<file path="src/rtl/uart_csr_pkg.sv">
package uart_csr_pkg;

  localparam logic [2:0] OFS_DATA = 3'd0;
  localparam logic [2:0] OFS_IER  = 3'd1;
  localparam logic [2:0] OFS_IIR  = 3'd2;
  localparam logic [2:0] OFS_LCR  = 3'd3;
  localparam logic [2:0] OFS_MCR  = 3'd4;
  localparam logic [2:0] OFS_LSR  = 3'd5;
  localparam logic [2:0] OFS_MSR  = 3'd6;
  localparam logic [2:0] OFS_SCR  = 3'd7;

  localparam logic [7:0] FCR_KEEP_MASK = 8'hC9;

  typedef enum logic [3:0] {
    CAUSE_MODEM = 4'h0,
    CAUSE_NONE  = 4'h1,
    CAUSE_TXE   = 4'h2,
    CAUSE_RXD   = 4'h4,
    CAUSE_LINE  = 4'h6
  } cause_e;

  // Modem line nibble {DCD, RI, DSR, CTS} seen for a given control value
  function automatic logic [3:0] modem_lines(input logic [4:0] ctl);
    logic [3:0] l;
    if (ctl[4]) begin
      l[0] = ctl[1];
      l[1] = ctl[0];
      l[2] = ctl[2];
      l[3] = ctl[3];
    end else begin
      l = 4'b1010;
    end
    return l;
  endfunction

endpackage

</file>
<file path="src/rtl/uart_rx_fifo.sv">
module uart_rx_fifo #(
  parameter int DEPTH = 16,
  parameter int DW    = 8
) (
  input  logic                         clk,
  input  logic                         rst_n,
  input  logic                         deep,
  input  logic                         flush,
  input  logic                         push,
  input  logic [DW-1:0]                push_data,
  input  logic                         pop,
  output logic [DW-1:0]                head,
  output logic [$clog2(DEPTH+1)-1:0]   count,
  output logic [$clog2(DEPTH+1)-1:0]   limit,
  output logic                         full
);
  localparam int AW = (DEPTH > 1) ? $clog2(DEPTH) : 1;
  localparam int CW = $clog2(DEPTH+1);

  logic [DW-1:0] mem [DEPTH];
  logic [AW-1:0] wr_ptr, rd_ptr;

  function automatic logic [AW-1:0] step(input logic [AW-1:0] p);
    return (p == AW'(DEPTH - 1)) ? '0 : p + AW'(1);
  endfunction

  assign limit = deep ? CW'(DEPTH) : CW'(1);
  assign full  = (count >= limit);
  assign head  = mem[rd_ptr];

  always_ff @(posedge clk) begin
    if (push && !flush) mem[wr_ptr] <= push_data;
  end

  always_ff @(posedge clk) begin
    if (!rst_n || flush) begin
      wr_ptr <= '0;
      rd_ptr <= '0;
      count  <= '0;
    end else begin
      if (push) wr_ptr <= step(wr_ptr);
      if (pop)  rd_ptr <= step(rd_ptr);
      count <= count + CW'(push) - CW'(pop);
    end
  end

endmodule

</file>
<file path="src/rtl/uart_irq_resolve.sv">
module uart_irq_resolve
  import uart_csr_pkg::*;
(
  input  logic [3:0] ier,
  input  logic       overrun,
  input  logic       rx_avail,
  input  logic       txe_pend,
  input  logic       delta_any,
  output cause_e     cause,
  output logic       irq
);
  always_comb begin
    if (overrun && ier[2])        cause = CAUSE_LINE;
    else if (rx_avail && ier[0])  cause = CAUSE_RXD;
    else if (txe_pend && ier[1])  cause = CAUSE_TXE;
    else if (delta_any && ier[3]) cause = CAUSE_MODEM;
    else                          cause = CAUSE_NONE;
  end

  assign irq = (cause != CAUSE_NONE);

endmodule

</file>
<file path="src/rtl/uart_csr_core.sv">
module uart_csr_core
  import uart_csr_pkg::*;
#(
  parameter int RX_DEPTH   = 16,
  parameter int REF_CLK_HZ = 1843200,
  parameter int RESET_BAUD = 9600
) (
  input  logic       clk,
  input  logic       rst_n,
  input  logic [2:0] bus_addr,
  input  logic       bus_wr,
  input  logic       bus_rd,
  input  logic [7:0] bus_wdata,
  output logic [7:0] bus_rdata,
  input  logic       rx_valid,
  output logic       rx_ready,
  input  logic [7:0] rx_data,
  output logic       tx_valid,
  output logic [7:0] tx_data,
  output logic       irq
);
  localparam int          CW       = $clog2(RX_DEPTH + 1);
  localparam logic [15:0] DIV_INIT = 16'(REF_CLK_HZ / RESET_BAUD / 16);

  logic [3:0] ier_q;
  logic [7:0] lcr_q;
  logic [4:0] mcr_q;
  logic       oe_q;
  logic [3:0] delta_q;
  logic [7:0] fcr_q;
  logic [7:0] scr_q;
  logic [7:0] dll_q, dlh_q;
  logic       thre_q;
  logic       txv_q;
  logic [7:0] txd_q;

  logic          rd_en, wr_en, dlab, loop;
  logic          fifo_flush, fifo_push, fifo_pop, fifo_full;
  logic [7:0]    fifo_head, fifo_in;
  logic [CW-1:0] fifo_cnt, fifo_lim;
  logic          loop_wr;
  cause_e        cause;
  logic [3:0]    lines_now, lines_new, delta_new;

  assign wr_en = bus_wr;
  assign rd_en = bus_rd & ~bus_wr;
  assign dlab  = lcr_q[7];
  assign loop  = mcr_q[4];

  // Receive path and FIFO control
  assign fifo_flush = wr_en && (bus_addr == OFS_IIR) &&
                      ((bus_wdata[0] != fcr_q[0]) || (bus_wdata[0] && bus_wdata[1]));
  assign loop_wr    = wr_en && (bus_addr == OFS_DATA) && !dlab && loop;
  assign rx_ready   = loop | (~fifo_full & ~fifo_flush);
  assign fifo_push  = loop ? (loop_wr && !fifo_full)
                           : (rx_valid && rx_ready);
  assign fifo_in    = loop ? bus_wdata : rx_data;
  assign fifo_pop   = rd_en && (bus_addr == OFS_DATA) && !dlab && (fifo_cnt != '0);

  uart_rx_fifo #(.DEPTH(RX_DEPTH), .DW(8)) u_fifo (
    .clk       (clk),
    .rst_n     (rst_n),
    .deep      (fcr_q[0]),
    .flush     (fifo_flush),
    .push      (fifo_push),
    .push_data (fifo_in),
    .pop       (fifo_pop),
    .head      (fifo_head),
    .count     (fifo_cnt),
    .limit     (fifo_lim),
    .full      (fifo_full)
  );

  uart_irq_resolve u_irq (
    .ier       (ier_q),
    .overrun   (oe_q),
    .rx_avail  (fifo_cnt != '0),
    .txe_pend  (thre_q),
    .delta_any (delta_q != 4'h0),
    .cause     (cause),
    .irq       (irq)
  );

  // Modem status deltas produced by a control write
  assign lines_now = modem_lines(mcr_q);
  assign lines_new = modem_lines(bus_wdata[4:0]);
  assign delta_new = {lines_now[3] ^ lines_new[3],
                      lines_now[2] & ~lines_new[2],
                      lines_now[1] ^ lines_new[1],
                      lines_now[0] ^ lines_new[0]};

  always_ff @(posedge clk) begin
    if (!rst_n) begin
      ier_q   <= '0;
      lcr_q   <= '0;
      mcr_q   <= '0;
      oe_q    <= 1'b0;
      delta_q <= '0;
      fcr_q   <= '0;
      scr_q   <= '0;
      dll_q   <= DIV_INIT[7:0];
      dlh_q   <= DIV_INIT[15:8];
      thre_q  <= 1'b0;
      txv_q   <= 1'b0;
      txd_q   <= '0;
    end else begin
      txv_q <= 1'b0;
      if (wr_en) begin
        case (bus_addr)
          OFS_DATA: begin
            if (dlab) begin
              dll_q <= bus_wdata;
            end else begin
              thre_q <= 1'b1;
              if (loop) begin
                if (fifo_full) oe_q <= 1'b1;
              end else begin
                txv_q <= 1'b1;
                txd_q <= bus_wdata;
              end
            end
          end
          OFS_IER: begin
            if (dlab) begin
              dlh_q <= bus_wdata;
            end else begin
              if (!ier_q[1] && bus_wdata[1]) thre_q <= 1'b1;
              ier_q <= bus_wdata[3:0];
            end
          end
          OFS_IIR: begin
            if (bus_wdata[0]) fcr_q <= bus_wdata & FCR_KEEP_MASK;
            else              fcr_q <= {fcr_q[7:1], 1'b0};
          end
          OFS_LCR: lcr_q <= bus_wdata;
          OFS_MCR: begin
            mcr_q   <= bus_wdata[4:0];
            delta_q <= delta_q | delta_new;
          end
          OFS_SCR: scr_q <= bus_wdata;
          default: ;
        endcase
      end else if (rd_en) begin
        case (bus_addr)
          OFS_IIR: if (cause == CAUSE_TXE) thre_q <= 1'b0;
          OFS_LSR: oe_q <= 1'b0;
          OFS_MSR: delta_q <= '0;
          default: ;
        endcase
      end
    end
  end

  // Read mux
  always_comb begin
    case (bus_addr)
      OFS_DATA: bus_rdata = dlab ? dll_q : ((fifo_cnt != '0) ? fifo_head : 8'h00);
      OFS_IER:  bus_rdata = dlab ? dlh_q : {4'h0, ier_q};
      OFS_IIR:  bus_rdata = {{2{fcr_q[0]}}, 2'b00, cause};
      OFS_LCR:  bus_rdata = lcr_q;
      OFS_MCR:  bus_rdata = {3'b000, mcr_q};
      OFS_LSR:  bus_rdata = {1'b0, 2'b11, 3'b000, oe_q, fifo_cnt != '0};
      OFS_MSR:  bus_rdata = {lines_now, delta_q};
      default:  bus_rdata = scr_q;
    endcase
  end

  assign tx_valid = txv_q;
  assign tx_data  = txd_q;

endmodule

</file>
<file path="config.mk">
export PLATFORM = sky130hd
export DESIGN_NAME = uart_csr_core
export DESIGN_NICKNAME = d
export VERILOG_FILES = /design/src/rtl/uart_csr_pkg.sv /design/src/rtl/uart_rx_fifo.sv /design/src/rtl/uart_irq_resolve.sv /design/src/rtl/uart_csr_core.sv
export SDC_FILE = /design/constraint.sdc
export NUM_CORES = 1
export LEC_CHECK = 0
export BUFFER_PORTS_ARGS = -buffer_cell sky130_fd_sc_hd__buf_2
export CORE_UTILIZATION = 40
export DETAILED_ROUTE_END_ITERATION = 10
export PLACE_DENSITY = 0.59
export SYNTH_ARGS = -nofsm -noshare
export SYNTH_HDL_FRONTEND = slang
export SYNTH_SLANG_ARGS = --single-unit
</file>
<file path="constraint.sdc">
create_clock -name clk -period 4.6 [get_ports clk]
set_input_delay 0.46 -clock clk [delete_from_list [all_inputs] [get_ports clk]]
set_output_delay 0.46 -clock clk [all_outputs]
set_load 0.05 [all_outputs]
</file>
==> results of run 1 <==
[state kept, by name, indices dropped and copies added (netlist names), named ones only]
| register | count |
|---|---|
| fcr_q | 1 |
| oe_q | 1 |
| ier_q | 4 |
| u_fifo.wr_ptr | 4 |
| u_fifo.count | 5 |
| dlh_q | 8 |
| mcr_q | 5 |
| u_fifo.mem | 128 |
| u_fifo.rd_ptr | 4 |
| lcr_q | 8 |
| scr_q | 8 |
| tx_valid | 1 |
| delta_q | 4 |
| thre_q | 1 |
| tx_data | 8 |
| dll_q | 8 |
[area by class of cell]
type / instances / area, sq um / area share
repair buffers: 56 / 315 / 0.0315
clock inverters: 7 / 90.1 / 0.00900
well taps: 280 / 350 / 0.0350
flip-flops and latches: 202 / 5330 / 0.532
clock buffers: 31 / 593 / 0.0593
inverters: 20 / 75.1 / 0.00750
multi-input cells: 491 / 3260 / 0.326
[final timing paths]
kind / startpoint / to / cells past startpoint
setup reg to reg: u_fifo.count[3] / u_fifo.count[4] / 12
hold reg to reg: dll_q[6] / dll_q[6] / 2
setup / recovery: register / bus_rdata[0] / 7
hold / removal: rst_n / dll_q[3] / 2
[power by group through the flow]
stage	sequential (mW)	clock [mW]	combinational (mW)
6_report	2.05	1.69	0.733
5_1_grt	2.05	1.78	0.789
4_1_cts	2.05	1.71	0.726
3_5_place_dp	2.08	0	0.723
3_3_place_gp	2.08	0	0.716
2_1_floorplan	2.07	0	0.499
[cells in the mapped netlist (all sizes together) (2+ instances only)]
master  count  share of area
edfxtp    128           0.43
nand2      89          0.038
mux2i      85          0.096
dfxtp      74           0.17
a21oi      61          0.034
nor2       50          0.021
a22oi      32          0.027
clkbuf     31          0.013
o21ai      21          0.012
nand3      19          0.011
inv        18         0.0076
buf        16         0.0088
ha         15          0.021
mux2       12          0.015
nor3       12         0.0068
and3        9         0.0064
nand4       8         0.0057
nor2b       8         0.0057
a32oi       7         0.0069
nand2b      7         0.0049
o22a        6         0.0059
nand3b      4         0.0034
o31ai       4         0.0034
xor2        4         0.0040
a31oi       3         0.0021
or3         3         0.0021
xnor2       3         0.0030
a221oi      2         0.0027
a22o        2         0.0020
and2        2         0.0014
clkinv      2        0.00085
nor3b       2         0.0017
nor4        2         0.0031
o22ai       2         0.0014
[critical path, delay by kind of cell, from the launching register on]
kind | cells | cell delay [ns]
buffers and inverters | 2 | 0.67
AND/OR/NAND/NOR | 1 | 0.07
flip-flops | 1 | 0.85
AO/OA/AOI/OAI | 3 | 0.80
multiplexers | 1 | 0.26
[metrics by stage]
step                total power, mW  setup WS, ns  instance area (sq um)  utilization
floorplan                      2.57          1.63                   8850            -
global placement               2.80          1.23                   9330        0.429
detailed placement             2.81          1.17                   9330        0.429
CTS                            4.48         0.957                  10000        0.460
global route                   4.62         0.869                  10000        0.460
finish                         4.47         0.974                  10000        0.460
[per-layer routing]
layer | vias up | routed length, microns | track usage
met2 | 260 | 10200 | 0.305
met3 | 67 | 1780 | 0.0367
met1 | 3014 | 10400 | 0.298
met5 | - | 0 | 0
li1 | 2871 | - | -
met4 | 0 | 899 | 0.0780
[kinds of logic after synthesis]
| kind of cell | after synthesis | synth area share |
|---|---|---|
| compound gates | 152 | 0.110 |
| xor+xnor | 7 | 0.00692 |
| fa+ha+maj | 16 | 0.0235 |
| buf+inv | 67 | 0.0304 |
| flops | 202 | 0.601 |
| mux | 97 | 0.111 |
| simple gates | 219 | 0.116 |
==> impl_summary.log, run 1 <==
[metrics] DP HPWL: 16100 microns
[metrics] longest individual stage delay on the worst path: between 0.8 and 0.9 ns
[metrics] Port Buf Inserts: 42
[metrics] chain of cells forming the critical path: buf_4, mux2i_1, a22oi_1, a32oi_1, nor2_1, o32a_1, buf_2
[metrics] part of the total power dissipated in combinational logic: 0.164
[metrics] Achievable Freq: about 0.28 GHz
[metrics] per-instance average area after synthesis: between 10 and 15 sq um
[metrics] ant diodes: 0
[metrics] status: complete, no violations
[metrics] number of DRC violations after detailed-routing iteration 0: 451
[metrics] setup violators final: 0
[metrics] CP Data Arrival Time: 3.17 ns
[metrics] row count: 54
[metrics] most frequent cells in the layout: sky130_fd_sc_hd__edfxtp_1, sky130_fd_sc_hd__nand2_1, sky130_fd_sc_hd__mux2i_1
[metrics] Final Routed Wirelength: 23300 microns
[metrics] total global routing overflow: 0
[metrics] largest driver fanout on the critical path: 26
[metrics] clock transition at the register clock pins on the worst setup and hold paths after CTS: 0.06 ns
[metrics] Wirelength per Cell: 21.4 microns
[metrics] synthesis-stage register bit count: just over 200
[metrics] netlist area before placement: 8850 sq um
[metrics] Yosys warning count: 0
[metrics] Final Net Count: 832
[metrics] P_int: 3.25 mW
[metrics] number of enable flip-flop cells after synthesis: 128
[metrics] via density per instance: between 5 and 6
[metrics] share of total power consumed by net switching: 0.273
[metrics] share of the cycle needed by the critical path after routing: 0.788
[metrics] CTS hold repair buffers: 0
[metrics] minimum hold slack: 0.270 ns
[metrics] post-route setup TNS: 0 ns
[metrics] total global routing track utilization: 0.205
[metrics] share of final-layout standard cells stronger than drive strength 1: 0.129
[metrics] setup repair after global routing missed its margin: no
[metrics] Max-cap violations: 0
[metrics] share of synthesized registers carrying an async set or reset: 0
[metrics] Die Area: around 23000 sq um
[metrics] sequential-to-total area share from yosys stat: 0.601
[metrics] CTS tree: built
[metrics] areal power density over the cells: ~450 nW/um^2
[metrics] Leak Pwr: 3.39 nW
[metrics] number of max-slew violations in the final report: 0
[metrics] total instance count after detailed placement: 1049
[metrics] number of clock sinks: 202
[metrics] Post-Route Skew: 0.00809 ns
[metrics] wire length of the first global-routing pass: between 30000 and 40000 microns
[metrics] Die Span X: 151 microns
[metrics] total number of vias: between 6k and 7k
[metrics] Hold Vio Cnt, Final: 0
[metrics] initial cell density of the core: 0.407
[metrics] vias in the first global route: roughly 6k
[metrics] maximum buffer depth of the clock tree: 3
[metrics] antenna-violating nets left: 0
[metrics] worst hold path class: in2reg
[metrics] net count after synthesis: 800
[metrics] clock network latency to the later pin of the worst-skew pair: 0.50 ns
[metrics] non-filler instance count after layout: 1087
[metrics] maximum level of the CTS H-tree: 1
[metrics] most common cell after layout, fill and taps aside: sky130_fd_sc_hd__edfxtp_1
[metrics] Yosys cell types: 56
[metrics] worst relative slew slack: 0.354
[metrics] worst slew pin tran: 0.969 ns
[metrics] Synth Instances: 760
[metrics] final weighted congestion in routability-driven placement: 0.936
[metrics] number of buffers added by the clock tree synthesis step: 21
[metrics] I/O pin count: 43
[metrics] power share of the sequential group: 0.458
[metrics] element type at the critical path start: register
[metrics] pin count of the biggest net entering global routing: 43
[metrics] number of antenna violations at the first check in global routing: 0
[metrics] total iterations of the first detailed-routing run: 7
[metrics] library cell used as clock root buffer: sky130_fd_sc_hd__clkbuf_16
[metrics] post-CTS repair timing setup buffer count: 0
[metrics] Top FF cell, synth: sky130_fd_sc_hd__edfxtp_1
[metrics] Worst VDD drop: 196 uV
[metrics] post_cts resized: 0
[metrics] Chip Height: ~150 microns
[metrics] DRC errors left: 0
[metrics] worst endpoint required time: ~4.1 ns
[metrics] start-to-end type of the worst setup path: reg2out
[metrics] Crit-path slowest cell: sky130_fd_sc_hd__dfxtp_2
[metrics] critical path capture point type: output pin
[metrics] net switching power figure: roughly 1.2 mW
[metrics] total of fill cells in the finished design: 1993
[metrics] relative contribution of the clock network to total power: 0.378
[metrics] Placeable Area: 21800 sq um
[metrics] P&R area growth vs syn: 13.1%
[metrics] register-to-register setup slack: approximately 1.4 ns
[metrics] shortest period the worst path allows: 3.63 ns
Power figures use the tool's default switching activity.
==> run 2, diff against run 1 <==
Clock period 4.6 ns to 3.45 ns, I/O delays scaled along.
==> impl_summary.log, run 2 (same netlist as run 1, synthesis figures left out) <==
[metrics] most frequent cells in the layout: sky130_fd_sc_hd__edfxtp_1, sky130_fd_sc_hd__nand2_1, sky130_fd_sc_hd__mux2i_1
[metrics] number of clock sinks: around 200
[metrics] total global routing track utilization: 0.193
[metrics] row count: 54
[metrics] DRC errors left: 0
[metrics] reg2reg start: u_fifo.count[2]
[metrics] ant diodes: 0
[metrics] critical path capture point type: output pin
[metrics] pin count of the biggest net entering global routing: 28
[metrics] worst-case reg-to-reg path depth: 12
[metrics] DP HPWL: 15300 microns
[metrics] status: complete, no violations
[metrics] family of cells with the greatest summed delay on the critical path: simple AND/OR/NAND/NOR gates
[metrics] total number of vias: 6127
[metrics] max FFs per register: 128
[metrics] most common cell after layout, fill and taps aside: sky130_fd_sc_hd__edfxtp_1
[metrics] capture point of the worst reg-to-reg path: u_fifo.count[4]
[metrics] terminating pin of the worst hold path: dll_q[3]
[metrics] Wirelength per Cell: 19.7 microns
[metrics] vias in the first global route: 5980
[metrics] CP Data Arrival Time: 2.86 ns
[metrics] Tot Pwr: 5.80 mW
[metrics] worst endpoint required time: 3.11 ns
[metrics] chain of cells forming the critical path: inv_1, ha_1, nor4b_4, nor3b_1, a32o_1, o21ai_0, a21oi_1, buf_2
[metrics] post_cts resized: 0
[metrics] Hold Vio Cnt, Final: 0
[metrics] maximum buffer depth of the clock tree: 3
[metrics] post-route setup TNS: 0 ns
[metrics] setup violators final: 0
[metrics] total global routing overflow: 0
[metrics] post-CTS repair timing setup buffer count: 0
[metrics] via density per instance: ~5.5
[metrics] area of the multi-input gates: approximately 3300 sq um
[metrics] worst slew pin tran: slightly above 0.8 ns
[metrics] total iterations of the first detailed-routing run: 5
[metrics] Chip Height: 151 microns
[metrics] antenna-violating nets left: 0
[metrics] shortest period the worst path allows: 3.21 ns
[metrics] share of the cycle needed by the critical path after routing: 0.930
[metrics] total of fill cells in the finished design: 2014
[metrics] number of max-slew violations in the final report: 0
[metrics] largest driver fanout on the critical path: 7
[metrics] CTS tree: built
[metrics] final weighted congestion in routability-driven placement: 0.908
[metrics] setup repair after global routing missed its margin: no
[metrics] Placeable Area: ~22000 sq um
[metrics] longest individual stage delay on the worst path: 0.55 ns
[metrics] worst hold path class: in2reg
[metrics] P&R area growth vs syn: 14.3%
[metrics] wire length of the first global-routing pass: 33400 microns
[metrics] Final Routed Wirelength: 21700 microns
[metrics] register-to-register setup slack: about 0.38 ns
[metrics] initial cell density of the core: 0.407
[metrics] clock transition at the register clock pins on the worst setup and hold paths after CTS: approximately 0.060 ns
[metrics] Worst VDD drop: 407 uV
[metrics] hold path depth: 2
[metrics] Leak Pwr: 3.46 nW
[metrics] Max-cap violations: 0
[metrics] I/O pin count: 43
[metrics] register containing the most flip-flops in the final layout: u_fifo.mem
[metrics] number of buffers added by the clock tree synthesis step: 21
[metrics] worst relative slew slack: 0.446
[metrics] Final Net Count: 849
[metrics] Die Span X: 151 microns
[metrics] Worst Min Path Start: rst_n
[metrics] number of antenna violations at the first check in global routing: 0
[metrics] element type at the critical path start: register
[metrics] setup slack of the critical path after layout: roughly 0.24 ns
[metrics] Achievable Freq: about 0.31 GHz
[metrics] Post-Route Skew: 0.0161 ns
[metrics] clock network latency to the later pin of the worst-skew pair: 0.50 ns
[metrics] number of DRC violations after detailed-routing iteration 0: 465
[metrics] start-to-end type of the worst setup path: reg2out
[metrics] areal power density over the cells: between 500 and 600 nW/um^2
[metrics] CTS hold repair buffers: 0
[metrics] maximum level of the CTS H-tree: 1
[metrics] share of final-layout standard cells stronger than drive strength 1: 0.146
[metrics] Port Buf Inserts: 42
[metrics] Crit-path slowest cell: sky130_fd_sc_hd__nor4b_4
[metrics] Die Area: 22700 sq um
[metrics] library cell used as clock root buffer: sky130_fd_sc_hd__clkbuf_16
[metrics] footprint of the flip-flops and latches: 5330 sq um
[metrics] worst slack at placement: 0.413 ns
[metrics] buffer and inverter count on the worst path: 2
==> run 2: area by class of cell <==
cell class	count	share of cell area
Clock buffer	27	0.0541
Sequential cell	202	0.526
Tap cell	280	0.0346
Inverter	20	0.00742
Timing Repair Buffer	73	0.0475
Multi-Input combinational cell	491	0.322
Clock inverter	11	0.00816
==> run 2: how the worst max path moves through the flow <==
stage                                from               to  slack [ns]  cells past startpoint
after global placement    u_fifo.count[2]  u_fifo.count[4]        0.55                     12
after detailed placement  u_fifo.count[2]  u_fifo.count[4]        0.41                     12
final                     u_fifo.count[2]     bus_rdata[6]        0.24                      8
after global routing      u_fifo.count[2]     bus_rdata[6]        0.07                      8
after floorplan           u_fifo.count[2]     bus_rdata[0]        0.59                      7
after CTS                        register     bus_rdata[6]        0.26                      7
==> run 2: stage by stage <==
stage | instances | hold WS, ns | utilization | area, sq um
finish | 1104 | 0.150 | 0.465 | 10100
global route | 1104 | 0.152 | 0.465 | 10100
CTS | 1104 | 0.134 | 0.465 | 10100
detailed placement | 1066 | 0.450 | 0.436 | 9490
global placement | 1066 | 0.442 | 0.436 | 9490
floorplan | 760 | 0.417 | - | 8850
==> run 2: power breakdown <==
group	switching (mW)	internal [mW]
logic	0.629	0.348
registers	0.0526	2.67
clock network	0.903	1.20
==> run 2: routing by layer <==
| metal | global-route usage | vias to the layer above | share of wire |
|---|---|---|---|
| met3 | 0.0214 | 35 | 0.048 |
| met4 | 0.0645 | 0 | 0.026 |
| met2 | 0.310 | 162 | 0.47 |
| li1 | - | 2912 | - |
| met5 | 0 | - | 0 |
| met1 | 0.273 | 3018 | 0.46 |
==> run 3, diff against run 2 <==
Settings changed: RECOVER_POWER set to 100.
==> impl_summary.log, run 3 (same netlist as run 1, synthesis figures left out) <==
[metrics] areal power density over the cells: ~570 nW/um^2
[metrics] pin count of the biggest net entering global routing: 28
[metrics] chain of cells forming the critical path: buf_4, mux2i_1, a22oi_1, a32o_1, o21ai_0, a21oi_1, clkbuf_2
[metrics] relative contribution of the clock network to total power: 0.364
[metrics] register containing the most flip-flops in the final layout: u_fifo.mem
[metrics] element type at the critical path start: register
[metrics] CTS hold repair buffers: 0
[metrics] final weighted congestion in routability-driven placement: 0.908
[metrics] Die Span X: 151 microns
[metrics] library cell used as clock root buffer: sky130_fd_sc_hd__clkbuf_16
[metrics] Final Net Count: 849
[metrics] most frequent cells in the layout: sky130_fd_sc_hd__edfxtp_1, sky130_fd_sc_hd__nand2_1, sky130_fd_sc_hd__mux2i_1
[metrics] vias in the first global route: 5980
[metrics] final non-filler cell area: approximately 10000 sq um
[metrics] Chip Height: 151 microns
[metrics] total iterations of the first detailed-routing run: 5
[metrics] shortest period the worst path allows: 3.23 ns
[metrics] clock network latency to the later pin of the worst-skew pair: ~0.50 ns
[metrics] net switching power figure: 1.57 mW
[metrics] longest individual stage delay on the worst path: 0.76 ns
[metrics] power share of the sequential group: 0.473
[metrics] Wirelength per Cell: 19.6 microns
[metrics] setup violators final: 0
[metrics] wire length of the first global-routing pass: 33400 microns
[metrics] Crit-path slowest cell: sky130_fd_sc_hd__dfxtp_2
[metrics] setup slack of the critical path after layout: 0.215 ns
[metrics] status: complete, no violations
[metrics] via density per instance: 5.55
[metrics] number of DRC violations after detailed-routing iteration 0: 420
[metrics] worst relative slew slack: 0.401
[metrics] total number of vias: 6122
[metrics] post-CTS repair timing setup buffer count: 0
[metrics] worst endpoint required time: 3.11 ns
[metrics] Max-cap violations: 0
[metrics] I/O pin count: 43
[metrics] CTS tree: built
[metrics] clock transition at the register clock pins on the worst setup and hold paths after CTS: 0.06 ns
[metrics] number of antenna violations at the first check in global routing: 0
[metrics] Die Area: 22700 sq um
[metrics] placed inst area: 9490 sq um
[metrics] number of clock sinks: between 200 and 250
[metrics] P_int: 4.20 mW
[metrics] row count: 54
[metrics] DRC errors left: 0
[metrics] minimum hold slack: 0.172 ns
[metrics] P&R area growth vs syn: 13.3%
[metrics] most common cell after layout, fill and taps aside: sky130_fd_sc_hd__edfxtp_1
[metrics] number of max-slew violations in the final report: 0
[metrics] Worst VDD drop: 390 uV
[metrics] Final Routed Wirelength: 21700 microns
[metrics] share of total power consumed by net switching: 0.272
[metrics] number of buffers added by the clock tree synthesis step: 21
[metrics] worst slack at placement: 0.413 ns
[metrics] total global routing track utilization: 0.193
[metrics] Achievable Freq: just over 0.3 GHz
[metrics] ant diodes: 0
[metrics] worst hold path class: in2reg
[metrics] worst slew pin tran: between 0.8 and 0.9 ns
[metrics] setup repair after global routing missed its margin: no
[metrics] max FFs per register: ~130
[metrics] share of the cycle needed by the critical path after routing: 0.938
[metrics] post-route setup TNS: 0 ns
[metrics] start-to-end type of the worst setup path: reg2out
[metrics] largest driver fanout on the critical path: 21
[metrics] initial cell density of the core: 0.407
[metrics] share of final-layout standard cells stronger than drive strength 1: 0.109
[metrics] Hold Vio Cnt, Final: 0
[metrics] Port Buf Inserts: 42
[metrics] Leak Pwr: 3.37 nW
[metrics] Placeable Area: 21800 sq um
[metrics] critical path capture point type: output pin
[metrics] maximum level of the CTS H-tree: 1
[metrics] CP Data Arrival Time: 2.89 ns
[metrics] maximum buffer depth of the clock tree: 3
[metrics] part of the total power dissipated in combinational logic: 0.163
[metrics] Post-Route Skew: 0.0141 ns
[metrics] antenna-violating nets left: 0
[metrics] total global routing overflow: 0
[metrics] post_cts resized: 0
[metrics] DP HPWL: 15300 microns
-- run 3: cell count changes in the layout (fill, tap and decap cells not counted) --
cell,previous run,this run
sky130_fd_sc_hd__nor4_4,1,0
sky130_fd_sc_hd__buf_4,28,11
sky130_fd_sc_hd__a221oi_2,1,0
sky130_fd_sc_hd__mux2_1,0,8
sky130_fd_sc_hd__buf_2,42,22
sky130_fd_sc_hd__mux2_2,12,4
sky130_fd_sc_hd__a221oi_1,1,2
sky130_fd_sc_hd__clkbuf_2,0,17
sky130_fd_sc_hd__clkbuf_1,6,26
sky130_fd_sc_hd__nor4_1,1,2
-- run 3: area by class of cell --
type,count,area (sq um)
clock inverter,11,82.6
clock buffer,27,548
fill,2031,11700
multi-input combinational,491,3240
timing repair buffer,73,413
inverter,20,75.1
tap,280,350
sequential,202,5330
-- run 3: path summary, 6_finish.rpt --
| path | from | endpoint | slack, ns | cells past startpoint |
|---|---|---|---|---|
| setup reg to reg | lcr_q[7] | u_fifo.mem[13][3] | 0.24 | 7 |
| hold reg to reg | scr_q[7] | scr_q[7] | 0.46 | 2 |
| setup / recovery | register | bus_rdata[6] | 0.22 | 7 |
| hold / removal | bus_wdata[5] | dll_q[5] | 0.17 | 3 |
-- run 3: per-stage QoR --
| step | cells | total power, mW | util |
|---|---|---|---|
| finish | 1104 | 5.77 | 0.461 |
| global placement | 1066 | 3.72 | 0.436 |
| global route | 1104 | 6.00 | 0.461 |
| detailed placement | 1066 | 3.75 | 0.436 |
| CTS | 1104 | 5.84 | 0.465 |
| floorplan | 760 | 3.43 | - |
-- run 3: power groups by stage --
stage	Combinational (mW)	Clock, mW	Sequential (mW)
after detailed placement	0.974	0	2.78
after floorplan	0.666	0	2.77
after global placement	0.946	0	2.77
final	0.940	2.10	2.73
after CTS	0.979	2.14	2.73
after global routing	1.04	2.23	2.74
-- run 3: worst max-delay path: cells and delay by family, from the launching register on --
family | cells | cell delay (ns)
compound gates | 4 | 0.86
flops | 1 | 0.76
buf+inv | 2 | 0.55
mux | 1 | 0.23
-- run 3: metal layers --
metal | track usage | share of wire | wire length, microns
met1 | 0.273 | 0.46 | 10000
met4 | 0.0645 | 0.028 | 607
met3 | 0.0214 | 0.046 | 998
met2 | 0.310 | 0.46 | 10100
met5 | 0 | 0 | 0
